[config.mk]
export PLATFORM = sky130hd
export DESIGN_NAME = grp_addr_filter
export DESIGN_NICKNAME = d
export VERILOG_FILES = /design/src/rtl/gaf_pkg.sv /design/src/rtl/gaf_rst_sync.sv /design/src/rtl/gaf_target_locator.sv /design/src/rtl/gaf_byte_tracker.sv /design/src/rtl/gaf_verdict.sv /design/src/rtl/grp_addr_filter.sv
export SDC_FILE = /design/constraint.sdc
export NUM_CORES = 1
export LEC_CHECK = 0
export ABC_AREA = 1
export CAP_MARGIN = 20
export CORE_MARGIN = 2
export CORE_UTILIZATION = 54
export DETAILED_ROUTE_END_ITERATION = 8
export PLACE_DENSITY = 0.83
export SLEW_MARGIN = 20
export SYNTH_ARGS = -nofsm -noshare
export SYNTH_HDL_FRONTEND = slang
export SYNTH_SLANG_ARGS = --single-unit
[constraint.sdc]
create_clock -name clk -period 0.95 [get_ports clk]
set_input_delay 0.095 -clock clk [delete_from_list [all_inputs] [get_ports clk]]
set_output_delay 0.095 -clock clk [all_outputs]
set_load 0.03 [all_outputs]
[src/rtl/gaf_pkg.sv]
package gaf_pkg;

  // Payload lane width; the format selector is its top bit.
  localparam int unsigned LANE_W  = 8;
  localparam int unsigned LANE_LG = $clog2(LANE_W);

  typedef enum logic {
    FMT_BITMAP = 1'b0,
    FMT_SINGLE = 1'b1
  } gaf_fmt_e;

  // Stream bit position of a node: one past its identifier, since the
  // selector bit takes position zero.
  function automatic int unsigned node_stream_pos(input int unsigned node);
    return node + 1;
  endfunction

endpackage

[src/rtl/gaf_rst_sync.sv]
module gaf_rst_sync #(
  parameter int unsigned STAGES = 2
) (
  input  logic clk,
  input  logic rst_n,
  output logic rst_sync_n
);

  logic [STAGES-1:0] chain_q;
  logic [STAGES-1:0] chain_d;

  always_comb begin
    chain_d = {chain_q[STAGES-2:0], 1'b1};
  end

  always_ff @(posedge clk or negedge rst_n) begin
    if (!rst_n) begin
      chain_q <= '0;
    end else begin
      chain_q <= chain_d;
    end
  end

  assign rst_sync_n = chain_q[STAGES-1];

endmodule

[src/rtl/gaf_target_locator.sv]
module gaf_target_locator
  import gaf_pkg::*;
#(
  parameter int unsigned ID_W  = 8,
  parameter int unsigned IDX_W = ID_W + 1 - LANE_LG
) (
  input  logic [ID_W-1:0]   node_id,
  output logic [IDX_W-1:0]  tgt_byte,
  output logic [LANE_W-1:0] tgt_mask
);

  localparam int unsigned POS_W = ID_W + 1;

  logic [POS_W-1:0]   pos;
  logic [LANE_LG-1:0] bit_sel;

  always_comb begin
    pos      = {1'b0, node_id} + POS_W'(1);
    tgt_byte = pos[POS_W-1:LANE_LG];
    bit_sel  = pos[LANE_LG-1:0];
    // Bits are taken MSB first within each byte.
    tgt_mask = {1'b1, {(LANE_W-1){1'b0}}} >> bit_sel;
  end

endmodule

[src/rtl/gaf_byte_tracker.sv]
module gaf_byte_tracker #(
  parameter int unsigned CNT_W = 6
) (
  input  logic             clk,
  input  logic             rst_n,
  input  logic             beat,
  input  logic             beat_last,
  output logic [CNT_W-1:0] byte_idx,
  output logic             first_byte
);

  localparam logic [CNT_W-1:0] CNT_MAX = '1;

  logic [CNT_W-1:0] cnt_q;
  logic [CNT_W-1:0] cnt_d;
  logic             cnt_en;

  always_comb begin
    cnt_en = beat;
    cnt_d  = cnt_q;
    if (beat_last) begin
      cnt_d = '0;
    end else if (cnt_q != CNT_MAX) begin
      // Saturate so an overlong packet never aliases back onto a target.
      cnt_d = cnt_q + CNT_W'(1);
    end
  end

  always_ff @(posedge clk or negedge rst_n) begin
    if (!rst_n) begin
      cnt_q <= '0;
    end else if (cnt_en) begin
      cnt_q <= cnt_d;
    end
  end

  assign byte_idx   = cnt_q;
  assign first_byte = (cnt_q == '0);

endmodule

[src/rtl/gaf_verdict.sv]
module gaf_verdict
  import gaf_pkg::*;
#(
  parameter int unsigned ID_W  = 8,
  parameter int unsigned CNT_W = 6
) (
  input  logic              clk,
  input  logic              rst_n,
  input  logic              beat,
  input  logic              beat_last,
  input  logic [LANE_W-1:0] data,
  input  logic              first_byte,
  input  logic [CNT_W-1:0]  byte_idx,
  input  logic [CNT_W-1:0]  tgt_byte,
  input  logic [LANE_W-1:0] tgt_mask,
  input  logic [ID_W-1:0]   node_id,
  output logic              match_o
);

  gaf_fmt_e         fmt_q, fmt_d, fmt_now;
  logic             acc_q, acc_d;
  logic             match_q, match_d;
  logic             hit_bitmap, hit_single, hit_beat, hit_pkt;
  logic [LANE_W-1:0] id_lane;

  always_comb begin
    id_lane = LANE_W'(node_id);
    fmt_now = first_byte ? gaf_fmt_e'(data[LANE_W-1]) : fmt_q;

    hit_bitmap = (fmt_now == FMT_BITMAP) && (byte_idx == tgt_byte)
                 && ((data & tgt_mask) != '0);
    hit_single = (fmt_now == FMT_SINGLE) && (byte_idx == CNT_W'(1))
                 && (data == id_lane);
    hit_beat   = hit_bitmap || hit_single;
    hit_pkt    = first_byte ? hit_beat : (acc_q || hit_beat);

    fmt_d   = fmt_q;
    acc_d   = acc_q;
    match_d = 1'b0;
    if (beat) begin
      if (beat_last) begin
        fmt_d   = FMT_BITMAP;
        acc_d   = 1'b0;
        match_d = hit_pkt;
      end else begin
        fmt_d = fmt_now;
        acc_d = hit_pkt;
      end
    end
  end

  always_ff @(posedge clk or negedge rst_n) begin
    if (!rst_n) begin
      fmt_q <= FMT_BITMAP;
      acc_q <= 1'b0;
    end else if (beat) begin
      fmt_q <= fmt_d;
      acc_q <= acc_d;
    end
  end

  always_ff @(posedge clk or negedge rst_n) begin
    if (!rst_n) begin
      match_q <= 1'b0;
    end else begin
      match_q <= match_d;
    end
  end

  assign match_o = match_q;

endmodule

[src/rtl/grp_addr_filter.sv]
module grp_addr_filter
  import gaf_pkg::*;
#(
  parameter int unsigned ID_W       = 8,
  parameter int unsigned SYNC_STAGE = 2
) (
  input  logic            clk,
  input  logic            rst_n,
  input  logic [ID_W-1:0] cfg_node_id,
  input  logic            in_valid,
  input  logic [7:0]      in_data,
  input  logic            in_last,
  output logic            match_o
);

  localparam int unsigned IDX_W = ID_W + 1 - LANE_LG;

  logic             rst_core_n;
  logic [IDX_W-1:0] byte_idx;
  logic             first_byte;
  logic [IDX_W-1:0] tgt_byte;
  logic [LANE_W-1:0] tgt_mask;
  logic             beat;
  logic             beat_last;

  assign beat      = in_valid;
  assign beat_last = in_valid && in_last;

  gaf_rst_sync #(
    .STAGES(SYNC_STAGE)
  ) u_rst_sync (
    .clk       (clk),
    .rst_n     (rst_n),
    .rst_sync_n(rst_core_n)
  );

  gaf_target_locator #(
    .ID_W (ID_W),
    .IDX_W(IDX_W)
  ) u_locator (
    .node_id (cfg_node_id),
    .tgt_byte(tgt_byte),
    .tgt_mask(tgt_mask)
  );

  gaf_byte_tracker #(
    .CNT_W(IDX_W)
  ) u_tracker (
    .clk       (clk),
    .rst_n     (rst_core_n),
    .beat      (beat),
    .beat_last (beat_last),
    .byte_idx  (byte_idx),
    .first_byte(first_byte)
  );

  gaf_verdict #(
    .ID_W (ID_W),
    .CNT_W(IDX_W)
  ) u_verdict (
    .clk       (clk),
    .rst_n     (rst_core_n),
    .beat      (beat),
    .beat_last (beat_last),
    .data      (in_data),
    .first_byte(first_byte),
    .byte_idx  (byte_idx),
    .tgt_byte  (tgt_byte),
    .tgt_mask  (tgt_mask),
    .node_id   (cfg_node_id),
    .match_o   (match_o)
  );

endmodule

==> results.yml, run 1 <==
yosys:
  synth_edf_count: 0
  synthAdderAreaFrac: 0.03846
  yosys-top-cells-count: "49 x nand2_1, 24 x inv_1, 18 x nand3_1, 18 x nor2_1, 11 x dfrtp_1"
  synth.top_cells.by_area: "dfrtp_1 28%, nand2_1 19%, nand3_1 9.2%, inv_1 9.2%, nor2_1 6.9%"
  synth_compound_area_frac: 0.1051
  synth_warnings: 0
  synth_ff_type: "dfrtp_1"
  synthXorXnorAreaFrac: 0.02692
  synth_seq_cells: 11
  synthSimpleGateAreaFrac: 0.4513
  synth.distinct_cells: 22
  synthMuxAreaShare: 0
  synth_area_um2: 975.9
  syn_area_per_cell_um2: 6.100
  synth_top_family_by_area: "simple AND/OR/NAND/NOR gates"
  synth.most_common_cell: "nand2_1"
  yosysSeqAreaShare: 0.2821
  postSynth.asyncResetShare: 1.000
  netlist.area_leader.share: 0.2821
  syn_inst: 160
  synth_fp_nets: 183
  synth.largest_area_cell: "dfrtp_1"
die:
  initial_core_util: 0.5714
  io_pins: 21
  die_y_um: 46.51
  rows: 15
  die_w_um: 46.51
clock_tree:
  cts_buffer_depth: 2
  cts_sinks: 11
  numCtsBuffers: 3
  htreeDepth: 1
  root_buffer: "clkbuf_4"
placed_design:
  dpl.hpwl_um: 2295
  gp_congestion: 0.8827
  place_area_um2: 1430
  port_buffers: 20
  post-place-ws_ns: -0.7487
status:
  error_line: "[ERROR DPL-0038] Utilization greater than 100%, impossible to legalize"
  status: "stopped before the end"
  haltStage: "global routing"
timing:
  endpoint_type: "sequential cell input"
  crit_endpoint: "u_verdict.acc_q$_DFFE_PN0P_/D"
global_route:
  grt_max_degree: 10
-- cell families after synthesis --
group	after synthesis
XOR/XNOR	3
adder cells (fa/ha/maj)	3
AND/OR/NAND/NOR	100
AO/OA/AOI/OAI	18
buffers and inverters	24
flip-flops	11
other	1
-- stage by stage --
stage	hold WS (ns)	TNS [ns]	std cells
CTS	0.1649	-4.318	248
detailed placement	0.1624	-4.432	234
global placement	0.1482	-4.219	234
floorplan	-0.2006	-3.011	160
-- timing repair --
| item | 4_1_cts |
|---|---|
| hold buffers | 1 |
| endpoints found under the setup margin | 9 |
| pin swaps | 14 |
| setup buffers | 10 |
| gates resized for setup | 24 |
| endpoints found under the hold margin | 2 |
==> inputs of run 2 (changes only) <==
--- a/config.mk
+++ b/config.mk
@@ -7,10 +7,10 @@
 export LEC_CHECK = 0
 export ABC_AREA = 1
 export CAP_MARGIN = 20
-export CORE_MARGIN = 2
-export CORE_UTILIZATION = 54
+export CORE_AREA = 2 2 63 65
 export DETAILED_ROUTE_END_ITERATION = 8
-export PLACE_DENSITY = 0.83
+export DIE_AREA = 0 0 65 67
+export PLACE_DENSITY_LB_ADDON = 0.15
 export SLEW_MARGIN = 20
 export SYNTH_ARGS = -nofsm -noshare
 export SYNTH_HDL_FRONTEND = slang
==> results.yml, run 2 <==
status:
  status: "complete, but fails checks"
  violations: "negative setup slack"
die:
  die-area_um2: 4355
  die_w_um: 65
  die_y_um: 67
  core_area_um2: 3606
  io_pins: 21
  rows: 22
  initial_core_util: 0.2706
setup_path:
  crit_type: "flop to flop"
  reg2reg_to: "u_verdict.acc_q"
  end_kind: "flop"
  reg2reg_from: "u_tracker.byte_idx[1]"
  cp_max_fo: 3
  critPathRequiredTime_ns: 1.07
  cp-start-kind: "flop"
  cp.arrival_ns: 1.57
  r2r_cells: 10
  ff2ff_setup_slack_ns: -0.50
timing:
  fin_ws_ns: -0.4968
  hold_viol_final: 0
  rsz0062_at_grt: "true"
  fin_skew_ns: 0.003587
  period_share: 1.523
  setup_viol: 9
  min_period_ns: 1.447
  slew_violations: 0
  max_freq_ghz: 0.6912
layout:
  instances_no_fill: 267
  mostFrequentLayoutCell: "nand2_1"
  syn_to_final_growth_pct: 67.82
  seq_area_um2: 275.3
  nFillCells: 374
  antenna_cells: 0
  final_cell_mix: "47 x nand2_1, 35 x buf_4, 21 x inv_1"
  nets: 243
  largest_reg_flops: 6
  drive_gt1_frac: 0.3242
  multiInputGateArea_um2: 703.2
yosys:
  synth_fp_nets: 183
  synth_edf_count: 0
  postSynth.asyncResetShare: 1.000
  synth_warnings: 0
  netlist.area_leader.share: 0.2821
  syn_inst: 160
  yosysSeqAreaShare: 0.2821
  syn_area_per_cell_um2: 6.100
  synth.top_cells.by_area: "dfrtp_1 28%, nand2_1 19%, nand3_1 9.2%, inv_1 9.2%, nor2_1 6.9%"
  yosys-top-cells-count: "49 x nand2_1, 24 x inv_1, 18 x nand3_1, 18 x nor2_1, 11 x dfrtp_1"
  synth.distinct_cells: 22
  synth.most_common_cell: "nand2_1"
  synth_ff_type: "dfrtp_1"
  synth_area_um2: 975.9
  synth.largest_area_cell: "dfrtp_1"
  synth_seq_cells: 11
clock_tree:
  cts_tree: "done"
  cts_buffer_depth: 2
  path_clk_slew_ns: 0.05
  numCtsBuffers: 3
  root_buffer: "clkbuf_8"
  holdBufCountCts: 0
  clk_latency_ns: 0.24
  htreeDepth: 1
  cts_sinks: 11
placed_design:
  dpl.hpwl_um: 2349
  gp_congestion: 0.8098
  place_inst: 259
  port_buffers: 20
power:
  p_per_area_nw_per_um2: 1123
  pwr-share-comb: 0.445
  pwr-share-seq: 0.303
  power_mw: 1.839
  switching_share: 0.3191
  vdd.ir_drop.worst_uv: 745.6
  p_int_mw: 1.252
  p_leak_nw: 0.8447
  pwr-share-clk: 0.252
  p_switching_uw: 587.0
drt:
  postRouteAntennaNets: 0
  wire_per_inst_um: 10.61
  first_pass_iters: 4
  wl_um: 2833
  viasPerCell: 4.367
  drtIter0Drc: 53
  dr_total_vias: 1166
  post-route-drc-count: 0
global_route:
  grt_pass1_wl_um: 4857
  grt_use_total: 0.1436
  antenna_found_initial: 0
  grt_pass1_vias: 1163
  grt_max_degree: 10
  grt-ovfl-total: 0
min_path:
  min-delay-path-class: "primary input to async pin"
flow_run:
  cap_violations: 0
## run 2: critical path: stages, from the launching register on
cell and delay (ns):
dfrtp_1 0.40, inv_2 0.10, ha_4 0.14, nand3_2 0.08, nand2_2 0.08, nand2_2 0.06
buf_4 0.13, a21boi_2 0.16, nand2_1 0.07, nand2_1 0.05, nand2_1 0.05
## run 2: cells by family (layout without fill, tap and decap cells)
group | after synthesis | in the layout | synth area share
AND/OR/NAND/NOR | 100 | 100 | 0.4513
XOR/XNOR | 3 | 3 | 0.02693
adder cells (fa/ha/maj) | 3 | 3 | 0.03847
flip-flops | 11 | 11 | 0.2820
buffers and inverters | 24 | 83 | 0.09231
other | 1 | 1 | 0.003842
AO/OA/AOI/OAI | 18 | 18 | 0.1051
## run 2: layer usage
layer / vias to the layer above / GRT usage / share of wire
met3: 5 / 0.02365 / 0.042
met2: 24 / 0.2642 / 0.48
met5: - / 0 / 0
met1: 510 / 0.1650 / 0.46
li1: 627 / - / -
met4: 0 / 0.05585 / 0.016
## run 2: per-stage QoR
stage	util	instance area [um2]	setup WS (ns)	hold WS (ns)	TNS, ns
finish	0.4542	1638	-0.4968	0.01973	-3.772
floorplan	-	983.4	-0.4511	-0.2006	-3.011
detailed placement	0.4087	1474	-0.7408	0.1670	-4.643
global route	0.4542	1638	-0.6349	0.02202	-4.543
global placement	0.4087	1474	-0.6990	0.1641	-4.460
CTS	0.4441	1602	-0.5432	0.01608	-3.953
## run 2: worst max path at each step
stage	slack (ns)	from	cells after the start	to
after floorplan	-0.45	u_tracker.byte_idx[0]	8	u_tracker.byte_idx[5]
after global placement	-0.70	cfg_node_id[1]	11	u_verdict.match_o
after detailed placement	-0.74	cfg_node_id[1]	11	u_verdict.match_o
after CTS	-0.54	u_tracker.byte_idx[0]	12	u_verdict.acc_q
after global routing	-0.63	u_tracker.byte_idx[1]	12	u_verdict.acc_q
final	-0.50	u_tracker.byte_idx[1]	10	u_verdict.acc_q
## run 2: area by class of cell
class / instances / share of cell area
Clock buffer: 4 / 0.02750
Sequential cell: 11 / 0.1681
Tap cell: 48 / 0.03667
Inverter: 24 / 0.05500
Timing Repair Buffer: 55 / 0.2834
Multi-Input combinational cell: 125 / 0.4293
## run 2: timing repair
action / CTS / global route
gates cloned: 0 / 0
buffers inserted: 3 / 2
gates resized for setup: 22 / 7
pin swaps: 8 / 5
endpoints found under the setup margin: 9 / 9
## run 2: power by group through the flow
| stage | Combinational [mW] | Clock [mW] | Sequential [mW] |
|---|---|---|---|
| final | 0.818 | 0.463 | 0.558 |
| after global routing | 0.917 | 0.508 | 0.564 |
| after CTS | 0.765 | 0.479 | 0.558 |
| after detailed placement | 0.666 | 0 | 0.562 |
| after global placement | 0.668 | 0 | 0.561 |
| after floorplan | 0.303 | 0 | 0.564 |
(Power assumes the default switching activity.)
==> inputs of run 3 (changes only) <==
--- a/config.mk
+++ b/config.mk
@@ -11,6 +11,7 @@
 export DETAILED_ROUTE_END_ITERATION = 8
 export DIE_AREA = 0 0 65 67
 export PLACE_DENSITY_LB_ADDON = 0.15
+export SETUP_SLACK_MARGIN = 0.2
 export SLEW_MARGIN = 20
 export SYNTH_ARGS = -nofsm -noshare
 export SYNTH_HDL_FRONTEND = slang
==> results.yml, run 3 (same netlist as run 2, synthesis figures left out) <==
layout:
  instances_no_fill: 267
  final_cell_mix: "47 x nand2_1, 35 x buf_4, 21 x inv_1"
  antenna_cells: 0
  drive_gt1_frac: 0.3242
  nets: 243
  mostFrequentLayoutCell: "nand2_1"
  largest_reg_flops: 6
  syn_to_final_growth_pct: 67.82
  fin_area_um2: 1638
timing:
  setup_tns_ns: -3.783
  whs_ns: 0.01978
  rsz0062_at_grt: "true"
  hold_viol_final: 0
  slew_violations: 0
  fin_skew_ns: 0.003631
  period_share: 1.540
  fin_ws_ns: -0.5132
  setup_viol: 9
  min_period_ns: 1.463
  max_freq_ghz: 0.6835
status:
  violations: "negative setup slack"
  status: "complete, but fails checks"
die:
  die_w_um: 65
  die-area_um2: 4355
  die_y_um: 67
  io_pins: 21
  core_area_um2: 3606
  initial_core_util: 0.2706
  rows: 22
setup_path:
  critPathTopFamily: "simple AND/OR/NAND/NOR gates"
  cp.arrival_ns: 1.59
  end_kind: "flop"
  cp_max_fo: 3
  cp-start-kind: "flop"
  crit_top_cell: "nand2_1"
  critPathRequiredTime_ns: 1.07
  crit_buf_inv: 2
  crit_type: "flop to flop"
  path_cells: "inv_2 -> ha_4 -> nand3_2 -> nand2_2 -> nand2_2 -> buf_4 -> a21boi_2 -> nand2_1 -> nand2_1 -> nand2_1"
  slowest_delay_ns: 0.40
  slowest_stage: "dfrtp_1"
global_route:
  grt_pass1_wl_um: 4857
  grt_use_met1: 0.1650
  grt-ovfl-total: 0
  use_met3: 0.02365
  grt_use_total: 0.1436
  grt_pass1_vias: 1163
  busiest_layer: "met2"
  antenna_found_initial: 0
  met2_usage: 0.2642
  grt_max_degree: 10
clock_tree:
  cts_buffer_depth: 2
  clk_latency_ns: 0.24
  path_clk_slew_ns: 0.05
  cts_sinks: 11
  cts_tree: "done"
  htreeDepth: 1
  numCtsBuffers: 3
  root_buffer: "clkbuf_8"
flow_run:
  cap_violations: 0
drt:
  dr_total_vias: 1161
  first_pass_iters: 4
  viasPerCell: 4.348
  wl_um: 2836
  wire_per_inst_um: 10.62
  postRouteAntennaNets: 0
  post-route-drc-count: 0
  drtIter0Drc: 54
power:
  pwr-share-clk: 0.253
  p_leak_nw: 0.8444
  pwr-share-seq: 0.305
  p_switching_uw: 586.5
  p_int_mw: 1.245
  vdd.ir_drop.worst_uv: 746.7
  switching_share: 0.3203
  power_mw: 1.831
  p_per_area_nw_per_um2: 1118
  pwr-share-comb: 0.442
placed_design:
  place_area_um2: 1474
  dpl.hpwl_um: 2349
  port_buffers: 20
  place_inst: 259
  gp_congestion: 0.8098
min_path:
  min-delay-path-class: "primary input to async pin"
==> run 3: area by class of cell <==
class / instances / area, um2
fill: 374 / 1968
multi-input combinational: 125 / 703.2
inverter: 24 / 90.09
tap: 48 / 60.06
timing repair buffer: 55 / 464.2
clock buffer: 4 / 45.04
sequential: 11 / 275.3
==> run 3: worst paths after layout <==
kind,start,end,slack (ns),depth (start not counted)
setup / recovery,u_tracker.byte_idx[1],u_verdict.acc_q,-0.51,10
hold / removal,rst_n,u_rst_sync.chain_q[1],0.02,1
setup reg to reg,u_tracker.byte_idx[1],u_verdict.acc_q,-0.51,10
hold reg to reg,u_rst_sync.chain_q[1],u_tracker.byte_idx[1],0.15,0
max in group asynchronous,u_rst_sync.chain_q[1],u_tracker.byte_idx[0],0.52,0
min in group clk,u_rst_sync.chain_q[0],u_rst_sync.chain_q[1],0.35,0
==> run 3: per-layer routing <==
layer  part of all wire  up-vias
met5                  0        -
met4              0.016        0
met3              0.042        5
met2               0.48       24
met1               0.46      505
li1                   -      627
==> run 3: power by group through the flow <==
stage / combinational (mW) / clock, mW / sequential (mW)
floorplan: 0.303 / 0 / 0.564
global placement: 0.668 / 0 / 0.561
detailed placement: 0.666 / 0 / 0.562
CTS: 0.765 / 0.479 / 0.558
global route: 0.900 / 0.508 / 0.564
finish: 0.809 / 0.464 / 0.558
==> run 3: stage by stage <==
| step | setup slack, ns | utilization |
|---|---|---|
| 4_1_cts | -0.5432 | 0.4452 |
| 3_5_place_dp | -0.7408 | 0.4087 |
| 6_report | -0.5132 | 0.4542 |
| 3_3_place_gp | -0.6990 | 0.4087 |
| 2_1_floorplan | -0.4511 | - |
| 5_1_grt | -0.6316 | 0.4542 |
==> run 3: repair_timing <==
| action | in CTS | in global routing |
|---|---|---|
| hold buffers | 0 | 0 |
| buffers inserted | 3 | 1 |
| resized for setup | 23 | 6 |
| setup endpoints to repair | 10 | 10 |
| pin swaps | 8 | 4 |
==> run 3: worst register-to-register path: cells and delay by family, from the launching register on <==
family                   cells  cell delay (ns)
AND/OR/NAND/NOR              6             0.42
flip-flops                   1             0.40
buffers and inverters        2             0.23
AO/OA/AOI/OAI                1             0.16
adder cells (fa/ha/maj)      1             0.14
